--- src/rtl/nand_ecc_fixer.sv ---
module nand_ecc_fixer #(
  parameter int SECT_BYTES = 256,
  parameter int MAIN_N     = 8,
  parameter int SPARE_N    = 4,
  parameter int CNT_W      = 12,
  parameter int WORD_W     = 32
) (
  input  logic                       clk,
  input  logic                       rst_n,
  input  logic                       page_start,
  input  logic                       dec_valid,
  input  logic [$clog2(MAIN_N+SPARE_N)-1:0] dec_sector,
  input  logic                       dec_uncorr,
  input  logic                       dec_corr,
  input  logic [CNT_W-1:0]           dec_err_addr,
  input  logic [WORD_W-1:0]          dec_syndrome,
  input  logic [CNT_W-1:0]           byte_cnt,
  input  logic                       fix_start,
  input  logic                       fix_spare,
  input  logic [$clog2(SPARE_N)-1:0] fix_spare_sel,
  output logic                       fix_done,
  output logic [1:0]                 fix_result,
  output logic [CNT_W-3:0]           buf_addr,
  output logic                       buf_rd,
  input  logic [WORD_W-1:0]          buf_rdata,
  output logic                       buf_we,
  output logic [WORD_W-1:0]          buf_wdata,
  output logic [31:0]                status
);
  localparam int SH     = $clog2(SECT_BYTES);
  localparam int TOT    = MAIN_N + SPARE_N;
  localparam int SLOT_W = $clog2(TOT);
  localparam int SEL_W  = $clog2(SPARE_N);
  localparam int WA_W   = CNT_W - 2;

  localparam logic [1:0] RES_CLEAN = 2'b00;
  localparam logic [1:0] RES_FIXED = 2'b01;
  localparam logic [1:0] RES_FAIL  = 2'b11;

  function automatic logic [4:0] slot_lane(input logic [SLOT_W-1:0] s);
    if (int'(s) < MAIN_N) return 5'(s);
    return 5'(int'(s) - MAIN_N + 8);
  endfunction

  logic [31:0]       status_r;
  logic [WA_W-1:0]   ewaddr [TOT];
  logic [WORD_W-1:0] esyn   [TOT];
  logic              unused_lsb;
  assign unused_lsb = ^dec_err_addr[1:0];

  logic dec_take;
  assign dec_take = dec_valid && !page_start && (int'(dec_sector) < TOT);

  logic [4:0] dec_lane;
  assign dec_lane = slot_lane(dec_sector);

  always_ff @(posedge clk or negedge rst_n) begin
    if (!rst_n) status_r <= '0;
    else if (page_start) status_r <= '0;
    else if (dec_take) begin
      if (dec_uncorr) status_r[dec_lane] <= 1'b1;
      if (dec_corr)   status_r[5'd16 + dec_lane] <= 1'b1;
    end
  end

  for (genvar g = 0; g < TOT; g++) begin : g_slot
    always_ff @(posedge clk or negedge rst_n) begin
      if (!rst_n) begin
        ewaddr[g] <= '0;
        esyn[g]   <= '0;
      end else if (dec_take && int'(dec_sector) == g) begin
        ewaddr[g] <= dec_err_addr[CNT_W-1:2];
        esyn[g]   <= dec_syndrome;
      end
    end
  end

  logic             pend, p_spare, ph1, ph2;
  logic [SEL_W-1:0] p_sel;
  logic [CNT_W-1:0] p_cnt;
  logic [1:0]       cur_kind;
  logic [WA_W-1:0]  cur_waddr;
  logic [WORD_W-1:0] cur_syn;

  logic             src_spare;
  logic [SEL_W-1:0] src_sel;
  logic [CNT_W-1:0] src_cnt, q;
  assign src_spare = pend ? p_spare : fix_spare;
  assign src_sel   = pend ? p_sel   : fix_spare_sel;
  assign src_cnt   = pend ? p_cnt   : byte_cnt;
  assign q         = src_cnt >> SH;

  logic              legal;
  logic [SLOT_W-1:0] src_slot, safe_slot;
  logic [4:0]        src_lane;
  logic [1:0]        kind;
  assign legal     = src_spare || (q != '0 && int'(q) <= MAIN_N);
  assign src_slot  = src_spare ? SLOT_W'(MAIN_N) + SLOT_W'(src_sel) : SLOT_W'(q - 1'b1);
  assign safe_slot = (legal && int'(src_slot) < TOT) ? src_slot : '0;
  assign src_lane  = slot_lane(safe_slot);
  assign kind = (!legal || status_r[src_lane]) ? RES_FAIL :
                status_r[5'd16 + src_lane]     ? RES_FIXED : RES_CLEAN;

  logic launch, hold_in;
  assign launch  = (pend || fix_start) && !ph1;
  assign hold_in = fix_start && (pend || ph1);

  always_ff @(posedge clk or negedge rst_n) begin
    if (!rst_n) begin
      ph1 <= 1'b0; ph2 <= 1'b0; pend <= 1'b0; p_spare <= 1'b0;
      p_sel <= '0; p_cnt <= '0; cur_kind <= RES_CLEAN;
      cur_waddr <= '0; cur_syn <= '0;
    end else begin
      ph1 <= launch;
      ph2 <= ph1;
      pend <= launch ? (pend && fix_start) : (pend || fix_start);
      if (hold_in) begin
        p_spare <= fix_spare;
        p_sel   <= fix_spare_sel;
        p_cnt   <= byte_cnt;
      end
      if (launch) begin
        cur_kind  <= kind;
        cur_waddr <= ewaddr[safe_slot];
        cur_syn   <= esyn[safe_slot];
      end
    end
  end

  assign status     = status_r;
  assign buf_addr   = cur_waddr;
  assign buf_rd     = ph1 && cur_kind == RES_FIXED;
  assign buf_we     = ph2 && cur_kind == RES_FIXED;
  assign buf_wdata  = buf_rdata ^ cur_syn;
  assign fix_done   = ph2;
  assign fix_result = ph2 ? cur_kind : RES_CLEAN;

  a_r3_page_clear: assert property (@(posedge clk) disable iff (!rst_n)
    page_start |=> status == 32'h0);
  a_r4_sticky: assert property (@(posedge clk) disable iff (!rst_n)
    !page_start |=> (status & $past(status)) == $past(status));
  a_r7_write_follows_read: assert property (@(posedge clk) disable iff (!rst_n)
    buf_we |-> $past(buf_rd));
  a_r7_same_word: assert property (@(posedge clk) disable iff (!rst_n)
    buf_we |-> buf_addr == $past(buf_addr));
  a_r6_write_only_when_fixed: assert property (@(posedge clk) disable iff (!rst_n)
    (fix_done && fix_result != RES_FIXED) |-> !buf_we);
  a_r6_legal_code: assert property (@(posedge clk) disable iff (!rst_n)
    fix_done |-> fix_result != 2'b10);
  a_r9_done_pulse: assert property (@(posedge clk) disable iff (!rst_n)
    fix_done |=> !fix_done);
  a_r10_no_overflow: assert property (@(posedge clk) disable iff (!rst_n)
    !(fix_start && pend && ph1));
endmodule

--- config.mk ---
export PLATFORM = sky130hd
export DESIGN_NAME = nand_ecc_fixer
export DESIGN_NICKNAME = d
export VERILOG_FILES = /design/src/rtl/nand_ecc_fixer.sv
export SDC_FILE = /design/constraint.sdc
export NUM_CORES = 1
export LEC_CHECK = 0
export ABC_AREA = 0
export BUFFER_PORTS_ARGS = -buffer_cell sky130_fd_sc_hd__buf_2
export CAP_MARGIN = 10
export CORE_MARGIN = 8
export CORE_UTILIZATION = 43
export CTS_CLUSTER_DIAMETER = 200
export DETAILED_ROUTE_END_ITERATION = 8
export PLACE_DENSITY = 0.63
export SLEW_MARGIN = 10
export SYNTH_ARGS = -nofsm -noshare
export SYNTH_HDL_FRONTEND = slang
export SYNTH_SLANG_ARGS = --single-unit
--- constraint.sdc ---
create_clock -name clk -period 3.2 [get_ports clk]
set_clock_uncertainty 0.1 [all_clocks]
set_input_delay 0.48 -clock clk [delete_from_list [all_inputs] [get_ports clk]]
set_output_delay 0.48 -clock clk [all_outputs]
set_load 0.005 [all_outputs]
Word level (Yosys, flattened, before mapping)
Index checks and enable logic that the tools add are counted.
- register bits: 598
- latch bits: 0
- bits in writable memories: 0
- bits in read-only memories: 0
- input bits: 102
- logic and storage cells: 138
- memories: 0
- add/subtract/negate cells: 8
- multipliers: 0
- divide/modulo/power cells: 0
- $lt $le $gt $ge: 12
- equal/unequal tests: 12
- shift operators: 0
- muxes and demuxes: 35
- bitwise operators: 4
- reduce and logical (&&, ||, !) cells: 33
- operator list (operator ; number):
    $mux W32 ; 8
    $bmux W32 S4 ; 1
    $or A32 B32 Y32 ; 2
    $bmux W10 S4 ; 1
    $eq A4 B4 Y1 const B ; 8
    $xor A32 B32 Y32 ; 1
    $lt A5 B6 Y1 const B ; 4
    $logic_and A1 B1 Y1 ; 23
    $mux W10 ; 2
    $mux W5 ; 4
    $lt A4 B4 Y1 const B ; 4
    $mux W12 ; 1
    $reduce_bool A12 Y1 ; 1
    $add A5 B5 Y5 const A ; 2
    $add A5 B5 Y5 const B ; 2
    $bmux W1 S5 ; 2
    $demux W1 S5 ; 2
    $ge A5 B1 Y1 const B ; 2
    $sub A4 B4 Y5 const B ; 2
    $mux W1 ; 9
    $eq A4 B3 Y1 const B ; 2
    $mux W4 ; 2
    $mux W2 ; 3
    $ge A5 B5 Y1 const B ; 1
    10 further kinds ; 15

Depth between registers and ports, before layout
Gate-level depths: netlist of run 1.
- depth after elaboration: 15
- depth in mapped cells: 13
- mapped depth without buffers: 9

Worst setup path before layout of run 1
No wires, ideal clock.
- path kind: reg2reg
- from: register pend
- to: register cur_waddr[0] (netlist: buf_addr[0])
- arrival: 2.810 ns
- setup slack: 0.163 ns
- stages on the path, launching flop included: 12
- path buffers: 3
- cell sequence: dfrtp_1 > buf_4 > buf_2 > mux2i_1 > ha_1 > nor2b_1 > o221ai_2 > o211ai_4 > buf_2 > mux4_2 > a22oi_1 > nand3_1
- cells in the longest elaborated chain, start to end: 10
- elaborated cells on any way between the ends: 19
- classes of those cells: add/sub (2); order compare (2); mux (8); bitwise (1); reduce/logical (6)
- RTL lines (what ; RTL line ; text):
    from (decl) ; 78 ; logic pend, p_spare, ph1, ph2;
    from (signal assigned) ; 116 ; pend <= launch ? (pend && fix_start) : (pend || fix_start);
    $mux W12 / $mux W2 (equally long branches) ; 90, 89 ;
    $sub A4 B1 Y4 (tied with other cells) ; 98 ; assign src_slot = src_spare ? SLOT_W'(MAIN_N) + SLOT_W'(src_sel) : SLOT_W'(q - 1'b1);
    $mux W4 / $logic_and A1 B1 Y1 (equally long branches) ; 98, 97 ;
    $lt A4 B4 Y1 / $logic_or A1 B1 Y1 (equally long branches) ; 99, 97 ;
    $logic_and A1 B1 Y1 ; 99 ; assign safe_slot = (legal && int'(src_slot) < TOT) ? src_slot : '0;
    $mux W4 ; 99 ;
    $not A4 Y5 (not written as such) ; 124 ; cur_waddr <= ewaddr[safe_slot];
    $bmux W10 S4 ; 124 ;
    $mux W10 (not written as such) (2 in series) ; 124 ;
    to (signal assigned) ; 124 ;
    to (decl) ; 82 ; logic [WA_W-1:0] cur_waddr;
Several ways; a longest one is shown, not always the timed one. The select of a mux whose other input is x is not followed.
A chain may end at the register's enable or synchronous reset.

Worst setup path in the final report of run 1
- from: register pend
- to: register cur_syn[0]
- cells in the longest elaborated chain, start to end: 10
- elaborated cells on any way between the ends: 19
- classes of those cells: add/sub (2); order compare (2); mux (8); bitwise (1); reduce/logical (6)
- RTL lines (what ; RTL line ; text):
    $mux W12 / $mux W2 (equally long branches) ; 90, 89 ;
    $sub A4 B1 Y4 (tied with other cells) ; 98 ;
    $mux W4 / $logic_and A1 B1 Y1 (equally long branches) ; 98, 97 ;
    $lt A4 B4 Y1 / $logic_or A1 B1 Y1 (equally long branches) ; 99, 97 ;
    $logic_and A1 B1 Y1 ; 99 ;
    $mux W4 ; 99 ;
    $not A4 Y5 (not written as such) ; 125 ; cur_syn <= esyn[safe_slot];
    $bmux W32 S4 ; 125 ;
    $mux W32 (not written as such) (2 in series) ; 125 ;
    to (signal assigned) ; 125 ;
    to (decl) ; 83 ; logic [WORD_W-1:0] cur_syn;
Several ways; a longest one is shown, not always the timed one. The select of a mux whose other input is x is not followed.

==> results of run 1 <==
cells by family (layout without fill, tap and decap cells):
| logic type | count (synthesis) | after routing | synth area share |
|---|---|---|---|
| DFF | 590 | 590 | 0.555 |
| muxes | 605 | 605 | 0.272 |
| AOI/OAI and AO/OA | 270 | 270 | 0.0792 |
| buffers and inverters | 182 | 364 | 0.0313 |
| xor gates and xnor gates | 32 | 32 | 0.0105 |
| and+or+nand+nor | 272 | 272 | 0.0510 |
| other | 0 | 4 | 0 |
| adders and majority gates | 2 | 2 | 0.000847 |
layer usage:
layer	vias up	part of all wire	wire [µm]
li1	7428	-	-
met1	8890	0.43	30100
met2	407	0.49	34400
met3	114	0.049	3420
met4	2	0.025	1740
met5	-	0.00010	7
flip-flops by register name (all words and copies together) (netlist names):
register,cells
p_spare,1
ewaddr,120
buf_addr,10
esyn,384
ph1,1
cur_syn,32
p_cnt,4
status,32
fix_done,1
cur_kind,2
pend,1
p_sel,2
synthesized netlist by cell type, types with 2 or more instances:
| cell | number | area share |
|---|---|---|
| buf_1 | 2 | 0.00028 |
| o21ai_1 | 5 | 0.00094 |
| and2_1 | 47 | 0.011 |
| dfrtp_1 | 590 | 0.56 |
| o211ai_1 | 2 | 0.00056 |
| a21oi_1 | 34 | 0.0064 |
| a311o_1 | 41 | 0.015 |
| inv_1 | 2 | 0.00028 |
| nor2_1 | 33 | 0.0047 |
| mux4_2 | 42 | 0.036 |
| a211oi_1 | 44 | 0.012 |
| nor3_1 | 12 | 0.0023 |
| nor2b_1 | 16 | 0.0038 |
| nand3b_1 | 2 | 0.00056 |
| and3b_1 | 2 | 0.00066 |
| mux2_2 | 494 | 0.21 |
| mux2_1 | 18 | 0.0076 |
| clkbuf_1 | 101 | 0.014 |
| buf_6 | 4 | 0.0017 |
| nor3_2 | 2 | 0.00075 |
| nand2b_1 | 7 | 0.0016 |
| buf_2 | 62 | 0.012 |
| o22ai_1 | 42 | 0.0099 |
| nand3_1 | 44 | 0.0083 |
| nand2_1 | 96 | 0.014 |
| a211o_1 | 44 | 0.014 |
| mux2i_1 | 50 | 0.019 |
| buf_4 | 11 | 0.0031 |
| a22oi_1 | 42 | 0.012 |
| xor2_1 | 32 | 0.011 |
worst reg2reg max path: stages, from the launching register on:
cell and delay (ps):
dfrtp_1 430, mux2i_1 220, ha_2 250, nor2b_1 230, o221ai_2 170, o211ai_4 270
buf_12 220, buf_12 190, mux4_2 530, a22oi_1 210, nand3_1 110
through the flow:
stage          setup TNS (ps)  instances  power (mW)
2_1_floorplan               0       1953        15.3
3_3_place_gp                0       2805        18.3
3_5_place_dp             -144       2805        18.6
4_1_cts                     0       2921        26.1
5_1_grt                     0       2927        27.3
6_report                    0       2929        25.9
what timing repair did:
item	CTS	global route
hold endpoints to repair	70	0
gates resized for setup	0	3
setup endpoints to repair	0	21
buffers inserted	0	4
hold buffers	3	0
worst min path at each step:
stage,cells after the start,slack [ps],from,endpoint
after floorplan,0,80,rst_n,buf_addr[0]
after global placement,0,340,ph1,fix_done
after detailed placement,0,340,ph1,fix_done
after CTS,2,6,fix_start,pend
after global routing,2,30,fix_start,pend
final,2,40,fix_start,pend
final cells by class:
type	count	area, µm²
Antenna cell	4	10.0
Clock buffer	89	1800
Clock inverter	24	330
Fill cell	5242	30500
Inverter	2	7.51
Multi-Input combinational cell	1181	11100
Sequential cell	590	14800
Tap cell	790	988
Timing Repair Buffer	249	1900
power groups by stage:
stage	clock, mW	sequential, mW	combinational, mW
finish	7.45	9.68	8.77
detailed placement	0	9.82	8.77
CTS	7.63	9.69	8.82
global route	7.91	9.87	9.49
floorplan	0	9.53	5.74
global placement	0	9.73	8.62
==> impl_metrics.yaml, run 1 <==
outcome:
  status: "finished clean"
min_path:
  hold_path_class: "input port to flop"
timing:
  drv_slew: 0
  rsz0062_at_grt: "false"
  layout_worst_path_cycle_share: 0.955
  hold_slack_ps: 44.8
  fmax_ghz: 0.327
  setup_ws_ps: 144
  worstMarginPinSlew_ps: 827
  maxSlewHeadroom: 0.449
  setup_viol: 0
  period_needed_ps: 3060
  hold_violations: 0
floorplan:
  coreArea_um2: 61500
  start_util: 0.433
  die_area_um2: 70100
  placementRows: 91
  io_pins: 181
  die_w_um: 265
  die_y_um: 265
critical_path:
  cpMaxStageDelayCell: "mux4_2"
  rr_endpoint: "cur_syn[0]"
  timing.rr.start: "pend"
  crit_type: "flop to flop"
  ff2ff_path_depth: 10
  crit_chain: "mux2i_1 -> ha_2 -> nor2b_1 -> o221ai_2 -> o211ai_4 -> buf_12 -> buf_12 -> mux4_2 -> a22oi_1 -> nand3_1"
  critPathBufInv: 2
  crit_path_max_incr_delay_ps: 520
  crit_top_cell: "buf_12"
  startpoint: "pend"
  critPathCapture: "cur_syn[0]"
  end_kind: "flop"
  path_delay_family: "multiplexers"
  cp.depth: 10
  cp.arrival_ps: 3440
  r2r_setup_slack_ps: 140
  crit_required_ps: 3580
  startpoint_type: "flop"
  cp_max_fo: 14
global_route:
  grt.met2_usage: 0.334
  busiest_layer: "met2"
  grt_pass1_wl_mm: 110
  grt_pass1_vias: 18202
  grt_util_met3: 0.0360
  grt_util_met1: 0.261
  grt_max_degree: 99
  antenna_found_initial: 6
  overflow: 0
  track_usage: 0.199
detailed_routing:
  wl_mm: 69.6
  dr.pass1.iters: 5
  vias: 16841
  vias_per_cell: 5.75
  drc: 0
  final_antenna_net_count: 0
  drt_iter0_markers: 1107
  post_drt_wl_per_cell_um: 23.8
pwr:
  p_comb_frac: 0.339
  leakage_nw: 14.1
  p_int_mw: 17.4
  p_per_area_nw_per_um2: 837
  p_clk_frac: 0.288
  p_switching_mw: 8.53
  sw_frac_of_total: 0.329
  ir_drop_v: 0.000514
  power_frac_seq: 0.374
synth:
  yosysSeqAreaShare: 0.555
  ys.flop_type: "dfrtp_1"
  yosys_warnings: 0
  synthDistinctLibCells: 60
  synth_nets: 2056
  ys_ff_latch: 590
  async_flop_share: 1.00
  synth-edff-count: 0
  netlist_instances: 1953
  syn-cell-area_um2: 26600
  synth.avg_cell_area_um2: 13.6
clock_tree:
  clkLatencyLatePin_ps: 620
  htreeDepth: 2
  clk_pin_slew_ps: 60
  clock-root-buffer: "clkbuf_16"
  clockBufferDepth: 3
  cts_num_sinks: 590
  cts_tree: "built"
  cts_buffers: 61
cells_and_area:
  final_cell_mix: "590 x dfrtp_1, 494 x mux2_2, 169 x buf_2, 93 x nand2_1, 62 x clkbuf_16"
  nNetsFinal: 2188
  finalInstanceArea_um2: 31000
  layout.cells.most_common: "dfrtp_1"
  area_growth_pct: 16.4
  drive_gt1_frac: 0.430
  final_core_util: 0.503
placed_design:
  io_buffers: 170
  dpl.hpwl_mm: 40.9
  place_ws_ps: -33.1
  placed_cell_area_um2: 28700
  gp_congestion: 0.788
run:
  maxCapViolations: 0
(Power assumes the default switching activity.)
==> run 2, diff against run 1 <==
--- a/config.mk
+++ b/config.mk
@@ -13,6 +13,7 @@
 export CTS_CLUSTER_DIAMETER = 200
 export DETAILED_ROUTE_END_ITERATION = 8
 export PLACE_DENSITY = 0.63
+export SKIP_LAST_GASP = 1
 export SLEW_MARGIN = 10
 export SYNTH_ARGS = -nofsm -noshare
 export SYNTH_HDL_FRONTEND = slang
==> constraint.sdc (replaced) <==
create_clock -name clk -period 3.2 [get_ports clk]
set_clock_uncertainty 0.1 [all_clocks]
set_input_delay 0.32 -clock clk [delete_from_list [all_inputs] [get_ports clk]]
set_output_delay 0.32 -clock clk [all_outputs]
set_load 0.005 [all_outputs]
==> run 2 against run 1 <==
Against the previous run: critical path depth did not move; final area rose by 0.74%; via count rose by 0.55%; worst setup slack got worse by 2.7 ps; routed wire length barely moved; fmax barely moved; first-iteration DRC count rose by 4.1%; combinational power fell by 0.9%; sequential power barely moved; total power fell by 2.4%; clock power fell by 7.4%; worst hold slack got worse by 9.8 ps; critical endpoint is now cur_syn[18].
==> impl_metrics.yaml, run 2 (synthesis results as in run 1) <==
critical_path:
  rr_endpoint: "cur_syn[18]"
  ff2ff_path_depth: 10
  cp.arrival_ps: 3440
  cp_max_fo: 20
  crit_type: "flop to flop"
  crit_chain: "mux2i_1 -> ha_2 -> nor2b_2 -> o221ai_2 -> o211ai_4 -> buf_12 -> buf_12 -> mux4_2 -> a22oi_1 -> nand3_1"
  startpoint: "pend"
  startpoint_type: "flop"
  cpMaxStageDelayCell: "mux4_2"
  path_delay_family: "multiplexers"
  crit_top_cell: "buf_12"
  crit_required_ps: 3580
  timing.rr.start: "pend"
  r2r_setup_slack_ps: 140
  end_kind: "flop"
  critPathBufInv: 2
  crit_path_max_incr_delay_ps: 530
cells_and_area:
  layout.cells.most_common: "dfrtp_1"
  seq_area_um2: 14800
  top_register: "esyn"
  largest_register_ff_count: 384
  fin_cells: 2957
  final_cell_mix: "590 x dfrtp_1, 494 x mux2_2, 169 x buf_2, 93 x nand2_1, 62 x clkbuf_16"
  diodes: 0
  finalInstanceArea_um2: 31200
  area_growth_pct: 17.3
  largestRegisters: "esyn (384), ewaddr (120)"
  multi_input_area_um2: 11200
  nNetsFinal: 2230
  drive_gt1_frac: 0.419
  fill_cells: 5196
global_route:
  grt_pass1_wl_mm: 110
  grt_max_degree: 81
  busiest_layer: "met2"
  grt_pass1_vias: 18270
  grt_util_met1: 0.264
  track_usage: 0.199
  grt_util_met3: 0.0270
  overflow: 0
  antenna_found_initial: 1
  grt.met2_usage: 0.337
timing:
  layout_worst_path_cycle_share: 0.956
  period_needed_ps: 3060
  setup_ws_ps: 141
  setup_tns_ps: 0
  rsz0062_at_grt: "false"
  maxSlewHeadroom: 0.462
  setup_viol: 0
  worstMarginPinSlew_ps: 806
  hold_violations: 0
  fmax_ghz: 0.327
  drv_slew: 0
clock_tree:
  clock-root-buffer: "clkbuf_16"
  clk_pin_slew_ps: 60
  cts_buffers: 60
  clockBufferDepth: 3
  clkLatencyLatePin_ps: 620
  cts_tree: "built"
  htreeDepth: 2
  cts_num_sinks: 590
placed_design:
  dpl.hpwl_mm: 40.9
  placed_cell_area_um2: 28700
  dp.cells: 2803
  place_ws_ps: 57.6
  gp_congestion: 0.797
  io_buffers: 170
floorplan:
  placementRows: 91
  io_pins: 181
  start_util: 0.433
  die_w_um: 265
  coreArea_um2: 61500
  die_y_um: 265
  die_area_um2: 70100
pwr:
  total_power_mw: 25.3
  p_per_area_nw_per_um2: 810
  leakage_nw: 14.2
  ir_drop_v: 0.000829
min_path:
  hold_start: "dec_syndrome[6]"
  worstHoldPathCells: 2
  hold_path_class: "input port to flop"
  hold_end: "esyn[262]"
detailed_routing:
  dr.pass1.iters: 5
  drc: 0
  final_antenna_net_count: 0
  wl_mm: 69.7
  vias: 16934
  post_drt_wl_per_cell_um: 23.6
  vias_per_cell: 5.73
  drt_iter0_markers: 1152
run:
  maxCapViolations: 0
outcome:
  status: "finished clean"
run 2: cell count changes in the layout (fill, tap and decap cells not counted), sizes merged:
cell         change
bufinv           -5
clkbuf           -3
inv              -1
clkinv           -1
buf              -3
diode            -4
clkinvlp         -1
dlygate4sd3     +46
run 2: power breakdown:
group | total [mW] | internal, mW | switching (mW)
registers | 9.69 | 8.87 | 0.811
clock network | 6.90 | 4.01 | 2.88
logic | 8.69 | 3.93 | 4.76
run 2: metal layers:
| layer | part of all wire | vias up | wire length (µm) |
|---|---|---|---|
| li1 | - | 7490 | - |
| met3 | 0.039 | 99 | 2700 |
| met5 | 0.00014 | - | 10 |
| met4 | 0.024 | 2 | 1650 |
| met2 | 0.50 | 366 | 34600 |
| met1 | 0.44 | 8977 | 30700 |
run 2: through the flow:
stage / hold slack, ps / util
finish: 35.0 / 0.507
CTS: 1.86 / 0.506
global route: 42.4 / 0.507
floorplan: -75.6 / -
detailed placement: 288 / 0.467
global placement: 284 / 0.467
run 2: how the worst max path moves through the flow:
stage / depth (start not counted) / end / slack, ps
after floorplan: 11 / buf_addr[0] / 160
after global routing: 9 / cur_syn[6] / 2
after global placement: 10 / cur_syn[0] / 160
after CTS: 10 / cur_syn[18] / 30
final: 10 / cur_syn[18] / 140
after detailed placement: 10 / cur_syn[18] / 60
run 2: repair_timing:
action / in CTS / in global routing
hold buffers: 49 / 0
setup endpoints to repair: 0 / 39
resized for setup: 0 / 5
endpoints found under the hold margin: 487 / 0
buffers inserted: 0 / 3
run 2: area by class of cell:
cell class	instances	share of cell area
Sequential cell	590	0.473
Timing Repair Buffer	292	0.0747
Clock inverter	16	0.00485
Inverter	2	0.000241
Tap cell	790	0.0317
Clock buffer	86	0.0575
Multi-Input combinational cell	1181	0.358
==> run 3, diff against run 2 <==
==> constraint.sdc (replaced) <==
create_clock -name clk -period 2.7 [get_ports clk]
set_clock_uncertainty 0.1 [all_clocks]
set_input_delay 0.27 -clock clk [delete_from_list [all_inputs] [get_ports clk]]
set_output_delay 0.27 -clock clk [all_outputs]
set_load 0.005 [all_outputs]
==> run 3 against run 2 <==
Against the previous run: the run now ends with setup timing left; worst hold slack gained 8.0 ps; sequential power up 19%; largest power group is now combinational logic; worst setup slack got worse by 370 ps; cell count is 2.8% higher; critical path depth up 1; total power up 30%; sequential share of layout area shrank 1.9 points.
==> impl_metrics.yaml, run 3 (synthesis results as in run 1) <==
min_path:
  worstHoldPathCells: 4
  hold_end: "status[19]"
  hold_start: "dec_sector[3]"
  hold_path_class: "input port to flop"
clock_tree:
  cts_tree: "built"
  cts_buffers: 60
  clockBufferDepth: 3
  clkLatencyLatePin_ps: 630
  clk_pin_slew_ps: 60
  cts_num_sinks: 590
  htreeDepth: 2
  clock-root-buffer: "clkbuf_16"
floorplan:
  die_area_um2: 70100
  coreArea_um2: 61500
  placementRows: 91
  io_pins: 181
  die_y_um: 265
  die_w_um: 265
  start_util: 0.433
cells_and_area:
  area_growth_pct: 22.1
  drive_gt1_frac: 0.457
  largest_register_ff_count: 384
  nNetsFinal: 2301
  layout.cells.most_common: "dfrtp_1"
  fill_cells: 5171
  largestRegisters: "esyn (384), ewaddr (120)"
  final_cell_mix: "590 x dfrtp_1, 494 x mux2_2, 169 x buf_2, 93 x nand2_1, 71 x buf_4"
  finalInstanceArea_um2: 32500
  top_register: "esyn"
placed_design:
  dpl.hpwl_mm: 43.0
  placed_cell_area_um2: 29100
  gp_congestion: 0.767
  io_buffers: 170
critical_path:
  crit_path_max_incr_delay_ps: 520
  cpMaxStageDelayCell: "mux4_2"
  crit_chain: "mux2i_1 -> ha_2 -> nor2b_4 -> o221ai_4 -> o211ai_4 -> buf_12 -> buf_12 -> buf_12 -> mux4_2 -> a22oi_2 -> nand3_1"
  cp_max_fo: 6
  startpoint: "pend"
  end_kind: "flop"
  crit_top_cell: "buf_12"
  r2r_setup_slack_ps: -230
  startpoint_type: "flop"
  timing.rr.start: "pend"
  ff2ff_path_depth: 11
  rr_endpoint: "cur_syn[30]"
  cp.arrival_ps: 3330
  crit_required_ps: 3100
  crit_type: "flop to flop"
pwr:
  p_switching_mw: 11.1
  p_int_mw: 21.7
  leakage_nw: 14.8
  p_clk_frac: 0.251
  ir_drop_v: 0.000698
  p_per_area_nw_per_um2: 1010
  p_comb_frac: 0.398
  sw_frac_of_total: 0.339
  power_frac_seq: 0.351
detailed_routing:
  vias_per_cell: 5.76
  vias: 17491
  final_antenna_net_count: 0
  dr.pass1.iters: 5
  wl_mm: 75.3
  drt_iter0_markers: 1152
  drc: 0
  post_drt_wl_per_cell_um: 24.8
timing:
  worstMarginPinSlew_ps: 721
  setup_ws_ps: -231
  rsz0062_at_grt: "true"
  drv_slew: 0
  layout_worst_path_cycle_share: 1.09
  setup_tns_ps: -8490
  fmax_ghz: 0.341
  period_needed_ps: 2930
  hold_violations: 0
  maxSlewHeadroom: 0.518
  setup_viol: 44
global_route:
  grt_pass1_vias: 18571
  track_usage: 0.206
  antenna_found_initial: 3
  grt_pass1_wl_mm: 114
  overflow: 0
  grt_max_degree: 109
run:
  maxCapViolations: 0
outcome:
  status: "finished, violations left"
  violations: "setup timing"
-- run 3: cell types whose count changed in the layout (fill, tap and decap cells not counted), moves of 5 or more --
| cell | delta |
|---|---|
| buf_4 | +33 |
| clkbuf_16 | +8 |
| dlygate4sd3_1 | +7 |
| clkbuf_1 | +6 |
| buf_6 | +5 |
| a22oi_2 | +36 |
| buf_12 | +13 |
| a211oi_2 | +14 |
| a22oi_1 | -36 |
| a211oi_1 | -14 |
-- run 3: how the worst max path moves through the flow --
stage,end,slack (ps),cells after the start
detailed placement,cur_syn[12],-250,10
floorplan,buf_addr[0],-120,11
global route,cur_syn[1],-360,11
global placement,cur_syn[7],-140,10
CTS,cur_syn[30],-200,10
finish,cur_syn[30],-230,11
-- run 3: per-stage QoR --
stage	instances	setup slack, ps	total power [mW]	util	hold slack, ps
2_1_floorplan	1953	-124	18.3	-	-126
3_3_place_gp	2835	-143	22.7	0.473	54.1
3_5_place_dp	2835	-253	22.9	0.473	54.6
4_1_cts	3016	-199	31.6	0.517	2.30
5_1_grt	3039	-363	34.4	0.528	65.0
6_report	3039	-231	32.8	0.528	43.1
-- run 3: layer usage --
metal / vias to the layer above / wire [µm] / global-route usage
li1: 7663 / - / -
met1: 9327 / 32400 / 0.268
met2: 390 / 37900 / 0.356
met3: 107 / 3240 / 0.0306
met4: 4 / 1840 / 0.0620
met5: - / 27 / 0
-- run 3: worst max-delay path: cells and delay by family, from the launching register on --
kind                     cells  cell delay (ps)
multiplexers                 2              760
AND/OR/NAND/NOR              2              300
flip-flops                   1              390
adder cells (fa/ha/maj)      1              270
buffers and inverters        3              460
AO/OA/AOI/OAI                3              520
-- run 3: power groups by stage --
stage | clock network, mW | logic, mW | registers (mW)
after detailed placement | 0 | 11.3 | 11.7
final | 8.23 | 13.1 | 11.5
after global routing | 8.78 | 13.9 | 11.7
after CTS | 8.44 | 11.6 | 11.5
after global placement | 0 | 11.1 | 11.6
after floorplan | 0 | 7.02 | 11.3
-- run 3: layout make-up --
type	instances	area, µm²	area share
flip-flops and latches	590	14800	0.455
multi-input cells	1181	11400	0.353
repair buffers	363	3280	0.101
clock buffers	91	1780	0.0548
well taps	790	988	0.0304
clock inverters	21	198	0.00609
inverters	2	7.51	0.000231
diodes	1	2.50	0.0000771
-- run 3: timing repair --
action                                 4_1_cts  5_1_grt
gates resized for setup                      8       57
cloned                                       1       10
setup buffers                               12       14
pin swaps                                    8       27
hold buffers                                56        0
endpoints found under the hold margin     1108        0
setup endpoints to repair                   44       44
